File: src/rtl/dbg_cmd_pkg.sv
package dbg_cmd_pkg;

    // Engine sequencing states
    typedef enum logic [2:0] {
        ST_BKG   = 3'd0,   // background: CPU runs, host bytes ignored
        ST_READY = 3'd1,   // debug mode, waiting for an opcode
        ST_OPND  = 3'd2,   // gathering address/data operand bytes
        ST_PWD   = 3'd3,   // streaming password bytes into the buffer
        ST_BUSY  = 3'd4,   // firmware task pending, waiting for ROD
        ST_STEP  = 3'd5    // one-cycle CPU release for trace
    } eng_st_e;

    // Opcode classes produced by the decoder
    typedef enum logic [2:0] {
        K_NOP     = 3'd0,
        K_HANDOFF = 3'd1,  // immediate firmware handoff
        K_GATHER  = 3'd2,  // collect operands, then handoff
        K_PWD     = 3'd3,  // handoff, then stream bytes to buffer
        K_STEP    = 3'd4,
        K_RET     = 3'd5
    } op_kind_e;

    localparam logic [3:0] OP_GROUP = 4'h2;

endpackage

File: src/rtl/dbg_op_decode.sv
module dbg_op_decode
    import dbg_cmd_pkg::*;
#(
    parameter int PWD_BYTES = 32,
    parameter int CW        = $clog2(PWD_BYTES + 1)
) (
    input  logic [7:0]    op_i,
    output op_kind_e      kind_o,
    output logic [3:0]    nib_o,
    output logic [CW-1:0] nopnd_o
);

    localparam int WIDE_OPS  = 4;   // address word + data word
    localparam int NARROW_OPS = 2;  // address word only

    always_comb begin
        kind_o  = K_NOP;
        nib_o   = op_i[3:0];
        nopnd_o = '0;
        if (op_i[7:4] == OP_GROUP) begin
            unique case (op_i[3:0])
                4'h1: kind_o = K_HANDOFF;
                4'h2, 4'h3, 4'h4, 4'h5: begin
                    kind_o  = K_GATHER;
                    nopnd_o = CW'(WIDE_OPS);
                end
                4'h6: kind_o = K_STEP;
                4'h7: kind_o = K_RET;
                4'h8: begin
                    kind_o  = K_PWD;
                    nopnd_o = CW'(PWD_BYTES);
                end
                4'h9: begin
                    kind_o  = K_GATHER;
                    nopnd_o = CW'(NARROW_OPS);
                end
                default: kind_o = K_NOP;
            endcase
        end
    end

endmodule

File: src/rtl/dbg_opnd_gather.sv
module dbg_opnd_gather #(
    parameter int WORD_W = 16,
    parameter int CW     = 6
) (
    input  logic              clk,
    input  logic              rst_n,
    input  logic              load_i,
    input  logic              load_cap_i,
    input  logic [CW-1:0]     load_cnt_i,
    input  logic              byte_vld_i,
    input  logic [7:0]        byte_i,
    output logic [WORD_W-1:0] addr_o,
    output logic [WORD_W-1:0] data_o,
    output logic              last_o
);

    localparam int LANES = WORD_W / 8;

    typedef struct packed {
        logic [CW-1:0]     rem;
        logic [CW-1:0]     idx;
        logic              cap;
        logic [WORD_W-1:0] addr;
        logic [WORD_W-1:0] data;
    } gath_t;

    gath_t g_d, g_q;

    always_comb begin
        g_d    = g_q;
        last_o = 1'b0;
        if (load_i) begin
            g_d.rem = load_cnt_i;
            g_d.idx = '0;
            g_d.cap = load_cap_i;
        end else if (byte_vld_i && (g_q.rem != '0)) begin
            g_d.rem = g_q.rem - 1'b1;
            g_d.idx = g_q.idx + 1'b1;
            last_o  = (g_q.rem == CW'(1));
            if (g_q.cap) begin
                for (int lane = 0; lane < LANES; lane++) begin
                    if (g_q.idx == CW'(lane))
                        g_d.addr[lane*8 +: 8] = byte_i;
                    if (g_q.idx == CW'(LANES + lane))
                        g_d.data[lane*8 +: 8] = byte_i;
                end
            end
        end
    end

    always_ff @(posedge clk or negedge rst_n) begin
        if (!rst_n) g_q <= '0;
        else        g_q <= g_d;
    end

    assign addr_o = g_q.addr;
    assign data_o = g_q.data;

endmodule

File: src/rtl/dbg_tx_hs.sv
module dbg_tx_hs (
    input  logic       clk,
    input  logic       rst_n,
    input  logic       eng_we_i,
    input  logic [7:0] eng_byte_i,
    input  logic       fw_we_i,
    input  logic [7:0] fw_byte_i,
    input  logic       txc_set_i,
    input  logic       shift_done_i,
    output logic [7:0] buf_o,
    output logic       txc_o
);

    typedef struct packed {
        logic [7:0] bytebuf;
        logic       txc;
    } tx_t;

    tx_t t_d, t_q;

    always_comb begin
        t_d = t_q;
        if (eng_we_i)      t_d.bytebuf = eng_byte_i;
        else if (fw_we_i)  t_d.bytebuf = fw_byte_i;
        if (t_q.txc && shift_done_i) t_d.txc = 1'b0;
        else if (txc_set_i)          t_d.txc = 1'b1;
    end

    always_ff @(posedge clk or negedge rst_n) begin
        if (!rst_n) t_q <= '0;
        else        t_q <= t_d;
    end

    assign buf_o = t_q.bytebuf;
    assign txc_o = t_q.txc;

endmodule

File: src/rtl/dbg_cmd_engine.sv
module dbg_cmd_engine
    import dbg_cmd_pkg::*;
#(
    parameter int          WORD_W    = 16,
    parameter int          PWD_BYTES = 32,
    parameter logic [15:0] VEC_ADDR  = 16'h8010
) (
    input  logic              clk,
    input  logic              rst_n,
    input  logic              halt_req,
    input  logic              host_vld,
    input  logic [7:0]        host_byte,
    output logic              shift_req,
    input  logic              shift_done,
    input  logic              fw_buf_we,
    input  logic [7:0]        fw_buf_wdata,
    input  logic              fw_txc_set,
    input  logic              fw_rod_set,
    output logic [3:0]        cmd_code,
    output logic [WORD_W-1:0] addr_reg,
    output logic [WORD_W-1:0] data_reg,
    output logic [7:0]        buf_byte,
    output logic              txc,
    output logic              rod,
    output logic              jump_req,
    output logic [15:0]       jump_vec,
    output logic              cpu_run,
    output logic              debug_mode
);

    localparam int CW = $clog2(PWD_BYTES + 1);

    typedef struct packed {
        eng_st_e    st;
        logic [3:0] cmd;
        logic [3:0] pend;
        logic       jump;
        logic       run;
        logic       dbg;
        logic       rod;
    } eng_t;

    eng_t e_d, e_q;

    op_kind_e      dec_kind;
    logic [3:0]    dec_nib;
    logic [CW-1:0] dec_nopnd;

    logic          g_load, g_cap, g_vld, g_last;
    logic          eng_buf_we;

    dbg_op_decode #(.PWD_BYTES(PWD_BYTES), .CW(CW)) u_dec (
        .op_i    (host_byte),
        .kind_o  (dec_kind),
        .nib_o   (dec_nib),
        .nopnd_o (dec_nopnd)
    );

    assign g_vld = host_vld && ((e_q.st == ST_OPND) || (e_q.st == ST_PWD));

    dbg_opnd_gather #(.WORD_W(WORD_W), .CW(CW)) u_gather (
        .clk        (clk),
        .rst_n      (rst_n),
        .load_i     (g_load),
        .load_cap_i (g_cap),
        .load_cnt_i (dec_nopnd),
        .byte_vld_i (g_vld),
        .byte_i     (host_byte),
        .addr_o     (addr_reg),
        .data_o     (data_reg),
        .last_o     (g_last)
    );

    dbg_tx_hs u_tx (
        .clk          (clk),
        .rst_n        (rst_n),
        .eng_we_i     (eng_buf_we),
        .eng_byte_i   (host_byte),
        .fw_we_i      (fw_buf_we),
        .fw_byte_i    (fw_buf_wdata),
        .txc_set_i    (fw_txc_set),
        .shift_done_i (shift_done),
        .buf_o        (buf_byte),
        .txc_o        (txc)
    );

    always_comb begin
        e_d        = e_q;
        e_d.jump   = 1'b0;
        g_load     = 1'b0;
        g_cap      = 1'b0;
        eng_buf_we = 1'b0;
        if (fw_rod_set) e_d.rod = 1'b1;

        unique case (e_q.st)
            ST_BKG: begin
                if (halt_req) begin
                    e_d.st  = ST_READY;
                    e_d.run = 1'b0;
                    e_d.dbg = 1'b1;
                end
            end
            ST_READY: begin
                if (host_vld) begin
                    unique case (dec_kind)
                        K_HANDOFF: begin
                            e_d.cmd  = dec_nib;
                            e_d.jump = 1'b1;
                            e_d.st   = ST_BUSY;
                        end
                        K_GATHER: begin
                            g_load   = 1'b1;
                            g_cap    = 1'b1;
                            e_d.pend = dec_nib;
                            e_d.st   = ST_OPND;
                        end
                        K_PWD: begin
                            g_load   = 1'b1;
                            e_d.cmd  = dec_nib;
                            e_d.jump = 1'b1;
                            e_d.st   = ST_PWD;
                        end
                        K_STEP: begin
                            e_d.run = 1'b1;
                            e_d.dbg = 1'b0;
                            e_d.st  = ST_STEP;
                        end
                        K_RET: begin
                            e_d.run = 1'b1;
                            e_d.dbg = 1'b0;
                            e_d.st  = ST_BKG;
                        end
                        default: ;
                    endcase
                end
            end
            ST_OPND: begin
                if (g_last) begin
                    e_d.cmd  = e_q.pend;
                    e_d.jump = 1'b1;
                    e_d.st   = ST_BUSY;
                end
            end
            ST_PWD: begin
                eng_buf_we = host_vld;
                if (g_last) e_d.st = ST_BUSY;
            end
            ST_BUSY: begin
                if (e_q.rod) begin
                    e_d.rod = 1'b0;
                    e_d.st  = ST_READY;
                end
            end
            ST_STEP: begin
                e_d.run = 1'b0;
                e_d.dbg = 1'b1;
                e_d.st  = ST_READY;
            end
            default: e_d.st = ST_BKG;
        endcase
    end

    always_ff @(posedge clk or negedge rst_n) begin
        if (!rst_n) begin
            e_q      <= '0;
            e_q.st   <= ST_BKG;
            e_q.run  <= 1'b1;
        end else begin
            e_q <= e_d;
        end
    end

    assign cmd_code   = e_q.cmd;
    assign jump_req   = e_q.jump;
    assign jump_vec   = VEC_ADDR;
    assign cpu_run    = e_q.run;
    assign debug_mode = e_q.dbg;
    assign rod        = e_q.rod;
    assign shift_req  = txc;

endmodule

File: config.mk
export PLATFORM = sky130hd
export DESIGN_NAME = dbg_cmd_engine
export DESIGN_NICKNAME = d
export VERILOG_FILES = /design/src/rtl/dbg_cmd_pkg.sv /design/src/rtl/dbg_op_decode.sv /design/src/rtl/dbg_opnd_gather.sv /design/src/rtl/dbg_tx_hs.sv /design/src/rtl/dbg_cmd_engine.sv
export SDC_FILE = /design/constraint.sdc
export NUM_CORES = 1
export LEC_CHECK = 0
export ABC_AREA = 1
export CAP_MARGIN = 30
export CORE_MARGIN = 5
export CORE_UTILIZATION = 55
export CTS_BUF_LIST = sky130_fd_sc_hd__clkbuf_4 sky130_fd_sc_hd__clkbuf_8 sky130_fd_sc_hd__clkbuf_16
export CTS_CLUSTER_DIAMETER = 50
export DETAILED_ROUTE_END_ITERATION = 8
export DONT_BUFFER_PORTS = 1
export PLACE_DENSITY = 0.68
export SLEW_MARGIN = 20
export SYNTH_ARGS = -nofsm -noshare
export SYNTH_HDL_FRONTEND = slang
export SYNTH_SLANG_ARGS = --single-unit
File: constraint.sdc
create_clock -name clk -period 1.8 [get_ports clk]
set_input_delay 0.18 -clock clk [delete_from_list [all_inputs] [get_ports clk]]
set_output_delay 0.18 -clock clk [all_outputs]
set_load 0.05 [all_outputs]
==> results by group, run 1 <==
Synth
  – Largest cells by area after synthesis: dfrtp_1 (44%), buf_4 (10%), nand2_1 (9.3%)
  – YS warnings: 0
  – Yosys top cell area share: 0.439
  – Synth cell types: 32
  – Synthesized cell area: 3880 µm²
  – Yosys reg bits: 69
  – Syn_area_per_cell: around 8.7 µm²
  – Synth area leader: dfrtp_1
  – Post-Syn Instances: 447
  – Post-synthesis sequential area ratio: 0.445

Timing
  – Setup-failing EPs final: 0
  – Period utilization: 0.950
  – RSZ-0062 raised after global routing: true
  – Final Hold Fails: 0
  – Minimum clock period: 1.71 ns
  – Pins Over Slew Limit: 0
  – Worst slew margin: 0.659
  – Worst slew pin tran: slightly above 0.5 ns
  – Setup_tns: 0 ns
  – Hold slack: about 0.012 ns
  – Fmax achieved: between 500 and 600 MHz
  – Worst clock skew: 0.0119 ns

Setup path
  – Crit path DAT: 1.93 ns
  – Worst R2R Setup Slack: around 0.09 ns
  – Worst setup EP type: flop
  – R2r endpoint: u_gather.data_o[8]
  – Startpoint types: flop
  – Reg-to-reg critical path startpoint: e_q[14]
  – Crit-path cells: inv_2, nand2_1, nor2_4, nand2_1, inv_2, nand2_8, nand3b_2, o21ai_1
  – Reg2reg path depth: 8
  – Slowest stage delay, CP: 0.40 ns
  – Critical path required time: slightly above 2 ns
  – Slowest cell on crit path: dfrtp_1
  – CP max FO: 19
  – Critical path class: reg -> reg

CTS
  – Num CTS Buffers: 9
  – Clk sinks: 69
  – Clock transition at path regs: 0.08 ns
  – CTS tree: yes
  – H-Tree Depth: 3
  – Clk_lat worst skew: 0.34 ns
  – Root buffer selected by CTS: clkbuf_8
  – CTS max path bufs: 2

Place
  – Port bufs: 0
  – Placed inst area: 3630 µm²
  – Post-DP HPWL: 5740 µm
  – RD Place Congestion: 0.857

Die
  – Die Area: 8830 µm²
  – Row count: 30
  – I/O Pins: 90
  – Core Area: 6830 µm²
  – DIE WIDTH: around 94 µm
  – Initial Util: 0.568
  – Die span in y: 94.0 µm

Global route
  – Antenna violations before repair: 0
  – Largest net degree at the start of global routing: 70
  – Vias in the first global route: approximately 2600
  – Global-route wire length before repair: 13000 µm
  – Total GRT Usage: 0.189
  – GRT Residual Overflow: 0

Layout
  – Fill cells: 606
  – Share of cells above drive strength 1: 0.215
  – Register Area: 1730 µm²
  – Final Net Count: 464
  – Area of the multi-input gates: 1650 µm²
  – Design area: around 4000 µm²
  – Syn-to-layout area delta: 4.00%
  – N_diodes: 0

Power and ir drop
  – Part of the power in registers: 0.462
  – Switching Share: 0.415
  – Comb power frac: 0.282
  – NetSw: about 2.1 mW
  – Lkg Pwr: 1.93 nW
  – Total power: 5.12 mW
  – PwrDens: about 1300 nW/µm²
  – Clk pwr share: 0.255
  – Peak supply drop: 0.618 mV
  – P_int: 3.00 mW

Route
  – DRT iter0 DRCs: 260
  – Final wirelength: 8470 µm
  – DR WL/cell: 15.9 µm
  – Detailed-router iteration count before antenna repair: 5
  – Antenna Nets Post-Route: 0
  – Via count: 2811
  – Number of vias per cell: 5.26
  – # DRC: 0

Worst hold path
  – Hold Path Class: in -> reg
  – Worst Hold Path EP: u_tx.buf_o[3]
  – Hold path depth: 2
  – Min-delay src: fw_buf_wdata[3]

Job
  – Maximum Capacitance Violations: 0

Outcome
  – Run status: finished, final reports clean
worst max-delay path, delay by kind of cell (launching register included):
family	cells	cell delay (ns)
buf+inv	2	0.21
compound gates	1	0.10
flops	1	0.40
simple gates	5	0.87
synthesized netlist by cell type:
cell	n
nor2_2	2
dfrtp_1	68
xor2_1	3
a22oi_2	1
conb_1	2
nand3_4	3
a21oi_1	10
nand2_1	96
inv_2	13
nand2_2	3
nor2_4	6
inv_1	26
nand4_1	3
o22ai_1	1
o21ai_2	23
nor3_1	2
or2_2	1
nand2_8	1
buf_6	5
o21ai_1	16
dfstp_2	1
nand2_4	1
and3_1	1
o211ai_1	9
clkinv_2	1
ha_1	7
nand3_1	44
clkbuf_1	4
o21ai_0	13
nand3b_4	1
buf_4	53
nor2_1	27
power groups by stage:
stage | logic [mW] | registers (mW) | clock network (mW)
floorplan | 1.23 | 2.24 | 0
global placement | 1.24 | 2.38 | 0
detailed placement | 1.28 | 2.39 | 0
CTS | 1.34 | 2.36 | 1.33
global route | 1.64 | 2.41 | 1.40
finish | 1.45 | 2.37 | 1.31
placed cells by master, fill, tap and decap left out, drive strengths merged, types with 2 or more instances in the layout:
| master | n |
|---|---|
| buf | 14 |
| clkbuf | 10 |
| o211ai | 9 |
| clkinv | 5 |
| nor2 | 35 |
| inv | 40 |
| o21ai | 52 |
| dlygate4sd3 | 5 |
| xor2 | 3 |
| nand4 | 3 |
| nand3b | 2 |
| conb | 16 |
| a21oi | 10 |
| ha | 7 |
| nor3 | 2 |
| nand2 | 101 |
| nand3 | 50 |
| dfrtp | 68 |
worst max-delay path by stage:
stage / start / endpoint / slack [ns] / cells after the start
2_1_floorplan: u_gather.g_q[39] / u_gather.data_o[13] / 0.25 / 9
3_3_place_gp: u_gather.g_q[39] / u_gather.data_o[13] / 0.13 / 8
3_5_place_dp: u_gather.g_q[39] / u_gather.data_o[13] / 0.06 / 8
4_1_cts: u_gather.g_q[39] / u_gather.data_o[12] / 0.04 / 8
5_1_grt: u_gather.g_q[39] / u_gather.addr_o[14] / -0.02 / 9
6_report: e_q[14] / u_gather.data_o[8] / 0.09 / 8
logic make-up after synthesis:
| logic type | synth area share |
|---|---|
| DFF | 0.445 |
| and+or+nand+nor | 0.239 |
| buffers and inverters | 0.160 |
| other | 0.00194 |
| xor gates and xnor gates | 0.00678 |
| AOI/OAI and AO/OA | 0.125 |
| adders and majority gates | 0.0226 |
layer usage:
metal  up-vias  routed length [µm]  track usage
met2       113                4040        0.302
met1      1314                3520        0.246
met5         -                   0            0
met3        14                 776       0.0497
li1       1370                   -            -
met4         0                 131       0.0674
sequential cells by signal, indices dropped and copies added (netlist names):
| signal | count |
|---|---|
| u_gather.g_q | 13 |
| u_gather.addr_o | 16 |
| cmd_code | 4 |
| rod | 1 |
| e_q | 7 |
| cpu_run | 1 |
| u_tx.txc_o | 1 |
| jump_req | 1 |
| debug_mode | 1 |
| u_tx.buf_o | 8 |
| u_gather.data_o | 16 |
timing repair:
action	in CTS	in global routing
hold buffers	6	0
endpoints found under the setup margin	0	31
hold endpoints to repair	72	0
gates resized for setup	0	6
setup buffers	0	7
through the flow:
stage,worst slack (ns),utilization,instances
after CTS,0.0355,0.573,523
after detailed placement,0.0562,0.531,501
after floorplan,0.246,-,461
after global routing,-0.0210,0.590,534
final,0.0900,0.590,534
after global placement,0.135,0.531,501
area by class of cell:
class / count / area share
clock buffer: 10 / 0.0341
tap: 96 / 0.0298
timing repair buffer: 19 / 0.0434
sequential: 69 / 0.428
multi-input combinational: 294 / 0.409
clock inverter: 6 / 0.0174
inverter: 40 / 0.0375
No activity file was read; power rests on OpenSTA's default activity.
==> run 2, diff against run 1 <==
--- a/config.mk
+++ b/config.mk
@@ -8,12 +8,12 @@
 export ABC_AREA = 1
 export CAP_MARGIN = 30
 export CORE_MARGIN = 5
-export CORE_UTILIZATION = 55
+export CORE_UTILIZATION = 50
 export CTS_BUF_LIST = sky130_fd_sc_hd__clkbuf_4 sky130_fd_sc_hd__clkbuf_8 sky130_fd_sc_hd__clkbuf_16
 export CTS_CLUSTER_DIAMETER = 50
 export DETAILED_ROUTE_END_ITERATION = 8
 export DONT_BUFFER_PORTS = 1
-export PLACE_DENSITY = 0.68
+export PLACE_DENSITY = 0.63
 export SLEW_MARGIN = 20
 export SYNTH_ARGS = -nofsm -noshare
 export SYNTH_HDL_FRONTEND = slang
==> results by group, run 2 (same netlist as run 1, synthesis figures left out) <==
Global route
  – Total GRT Usage: 0.166 (-0.0221)
  – Largest net degree at the start of global routing: 70 (unchanged)
  – Vias in the first global route: 2543 (-2.1%)
  – Antenna violations before repair: 0 (unchanged)
  – Global-route wire length before repair: 13000 µm (-0.48%)
  – GRT Residual Overflow: 0 (unchanged)

Power and ir drop
  – Lkg Pwr: 1.91 nW (-1.3%)
  – P_int: 2.87 mW (-4.1%)
  – PwrDens: 1230 nW/µm² (-3.2%)
  – Part of the power in registers: 0.482 (+0.020)
  – NetSw: 2.03 mW (-4.3%)
  – Comb power frac: 0.292 (+0.010)
  – Total power: 4.91 mW (-4.2%)
  – Peak supply drop: 0.635 mV (+2.8%)
  – Clk pwr share: 0.226 (-0.029)
  – Switching Share: 0.414 (-0.000509)

Layout
  – Leading cell type in the layout, fill and taps excluded: nand2_1
  – Most frequent cells in the layout: nand2_1 (96), dfrtp_1 (68), nand3_1 (43)
  – Syn-to-layout area delta: 2.94%
  – Share of cells above drive strength 1: 0.211 (-0.00409)
  – Final core utilization: 0.522 (-0.0684)
  – Final Net Count: 464 (unchanged)
  – N_diodes: 0 (unchanged)

Setup path
  – Critical path required time: 2.03 ns (about the same)
  – Crit path DAT: 1.89 ns (-0.04 ns)
  – Critical path class: reg -> reg
  – Startpoint types: flop
  – Crit-path cells: inv_1, ha_1, nand3_2, nand2_4, nor2_4, buf_4, nand3_4, nand2_1, o21ai_2
  – Worst setup EP type: flop
  – CP max FO: 8 (-11)
  – CP Buf/Inv Count: 2 (unchanged)
  – Slowest stage delay, CP: 0.37 ns (-0.03 ns)
  – Top delay family on crit path: simple AND/OR/NAND/NOR gates
  – Slowest cell on crit path: dfrtp_1

CTS
  – CTS max path bufs: 2 (unchanged)
  – Num CTS Buffers: 9 (unchanged)
  – Clock transition at path regs: 0.07 ns (about the same)
  – CTS tree: yes
  – Clk sinks: 69 (unchanged)
  – Root buffer selected by CTS: clkbuf_8
  – Clk_lat worst skew: 0.34 ns (about the same)
  – H-Tree Depth: 3 (unchanged)

Timing
  – Period utilization: 0.925 (-0.0254)
  – Worst slew pin tran: 0.508 ns (-0.00290 ns)
  – Final Hold Fails: 0 (unchanged)
  – Minimum clock period: 1.66 ns (-0.0457 ns)
  – Setup_tns: 0 ns (unchanged)
  – Fmax achieved: 601 MHz (+2.7%)
  – Worst clock skew: 0.00776 ns (-0.00411 ns)
  – Setup-failing EPs final: 0 (unchanged)
  – Pins Over Slew Limit: 0 (unchanged)
  – RSZ-0062 raised after global routing: false
  – Worst slew margin: 0.661 (+0.00194)

Place
  – Port bufs: 0 (unchanged)
  – Post-DP HPWL: 5710 µm (-0.66%)
  – RD Place Congestion: 0.824 (-3.8%)

Die
  – Row count: 32 (+6.7%)
  – I/O Pins: 90 (unchanged)
  – Initial Util: 0.507 (-0.0606)
  – DIE WIDTH: 98.1 µm (+4.4%)
  – Die span in y: 98.1 µm (+4.4%)
  – Die Area: 9620 µm² (+8.9%)
  – Core Area: 7650 µm² (+12%)

Route
  – Via count: 2711 (-3.6%)
  – DR WL/cell: 14.9 µm (-6.1%)
  – Antenna Nets Post-Route: 0 (unchanged)
  – Detailed-router iteration count before antenna repair: 4 (-1)
  – # DRC: 0 (unchanged)
  – Number of vias per cell: 5.03 (-4.5%)
  – DRT iter0 DRCs: 134 (-48%)
  – Final wirelength: 8020 µm (-5.2%)

Worst hold path
  – Hold Path Class: in -> reg

Outcome
  – Run status: finished, final reports clean

Job
  – Maximum Capacitance Violations: 0 (unchanged)
-- run 2: cell types whose count changed in the layout (fill, tap and decap cells not counted) --
| cell | before | now |
|---|---|---|
| nor2_2 | 3 | 2 |
| clkinvlp_4 | 0 | 2 |
| clkbuf_4 | 0 | 1 |
| clkinv_2 | 2 | 3 |
| nor2_1 | 25 | 26 |
| buf_4 | 13 | 16 |
| inv_6 | 1 | 0 |
| bufinv_16 | 1 | 0 |
| nand3_2 | 3 | 1 |
| clkinv_4 | 3 | 0 |
| nand3b_2 | 1 | 0 |
-- run 2: cell type report --
type / count / area (µm²)
inverters: 40 / 151
well taps: 102 / 128
clock buffers: 11 / 145
flip-flops and latches: 69 / 1730
clock inverters: 4 / 25.0
repair buffers: 22 / 198
fillers: 700 / 3650
multi-input cells: 291 / 1620
-- run 2: layer usage --
layer  track usage  vias up  share of wire
met4        0.0586        0          0.011
li1              -     1358              -
met1         0.221     1281           0.45
met5             0        -              0
met3        0.0550        8          0.072
met2         0.255       64           0.47
-- run 2: stage by stage --
stage,hold slack (ns),worst slack [ns],instances,instance area (µm²)
global route,0.00680,0.00587,539,3990
floorplan,-0.116,0.246,461,3930
finish,0.0145,0.136,539,3990
global placement,-0.114,0.115,509,3650
CTS,-0.481,0.0601,528,3860
detailed placement,-0.113,0.0620,509,3650
-- run 2: worst register-to-register path, delay by kind of cell (launching register included) --
kind	cells	cell delay (ns)
compound gates	1	0.06
fa+ha+maj	1	0.22
buf+inv	2	0.25
flops	1	0.37
simple gates	5	0.65
-- run 2: power groups by stage --
| stage | Sequential (mW) | Clock [mW] | Combinational, mW |
|---|---|---|---|
| 3_5_place_dp | 2.39 | 0 | 1.30 |
| 4_1_cts | 2.37 | 1.15 | 1.31 |
| 3_3_place_gp | 2.39 | 0 | 1.26 |
| 5_1_grt | 2.40 | 1.23 | 1.64 |
| 2_1_floorplan | 2.24 | 0 | 1.23 |
| 6_report | 2.37 | 1.11 | 1.43 |
-- run 2: timing repair --
item / CTS / global route
buffers inserted: 0 / 8
hold buffers: 4 / 2
hold endpoints to repair: 72 / 69
resized for setup: 0 / 5
setup endpoints to repair: 0 / 35
-- run 2: final timing paths --
kind | from | to | cells after the start | slack [ns]
setup / recovery | u_gather.g_q[39] | u_gather.addr_o[7] | 9 | 0.14
hold / removal | fw_buf_we | u_tx.buf_o[0] | 2 | 0.01
setup reg to reg | u_gather.g_q[39] | u_gather.addr_o[7] | 9 | 0.14
hold reg to reg | e_q[7] | e_q[7] | 2 | 0.51
max in group asynchronous | rst_n | cpu_run | 2 | 1.08
min in group asynchronous | rst_n | u_gather.addr_o[4] | 2 | 0.39
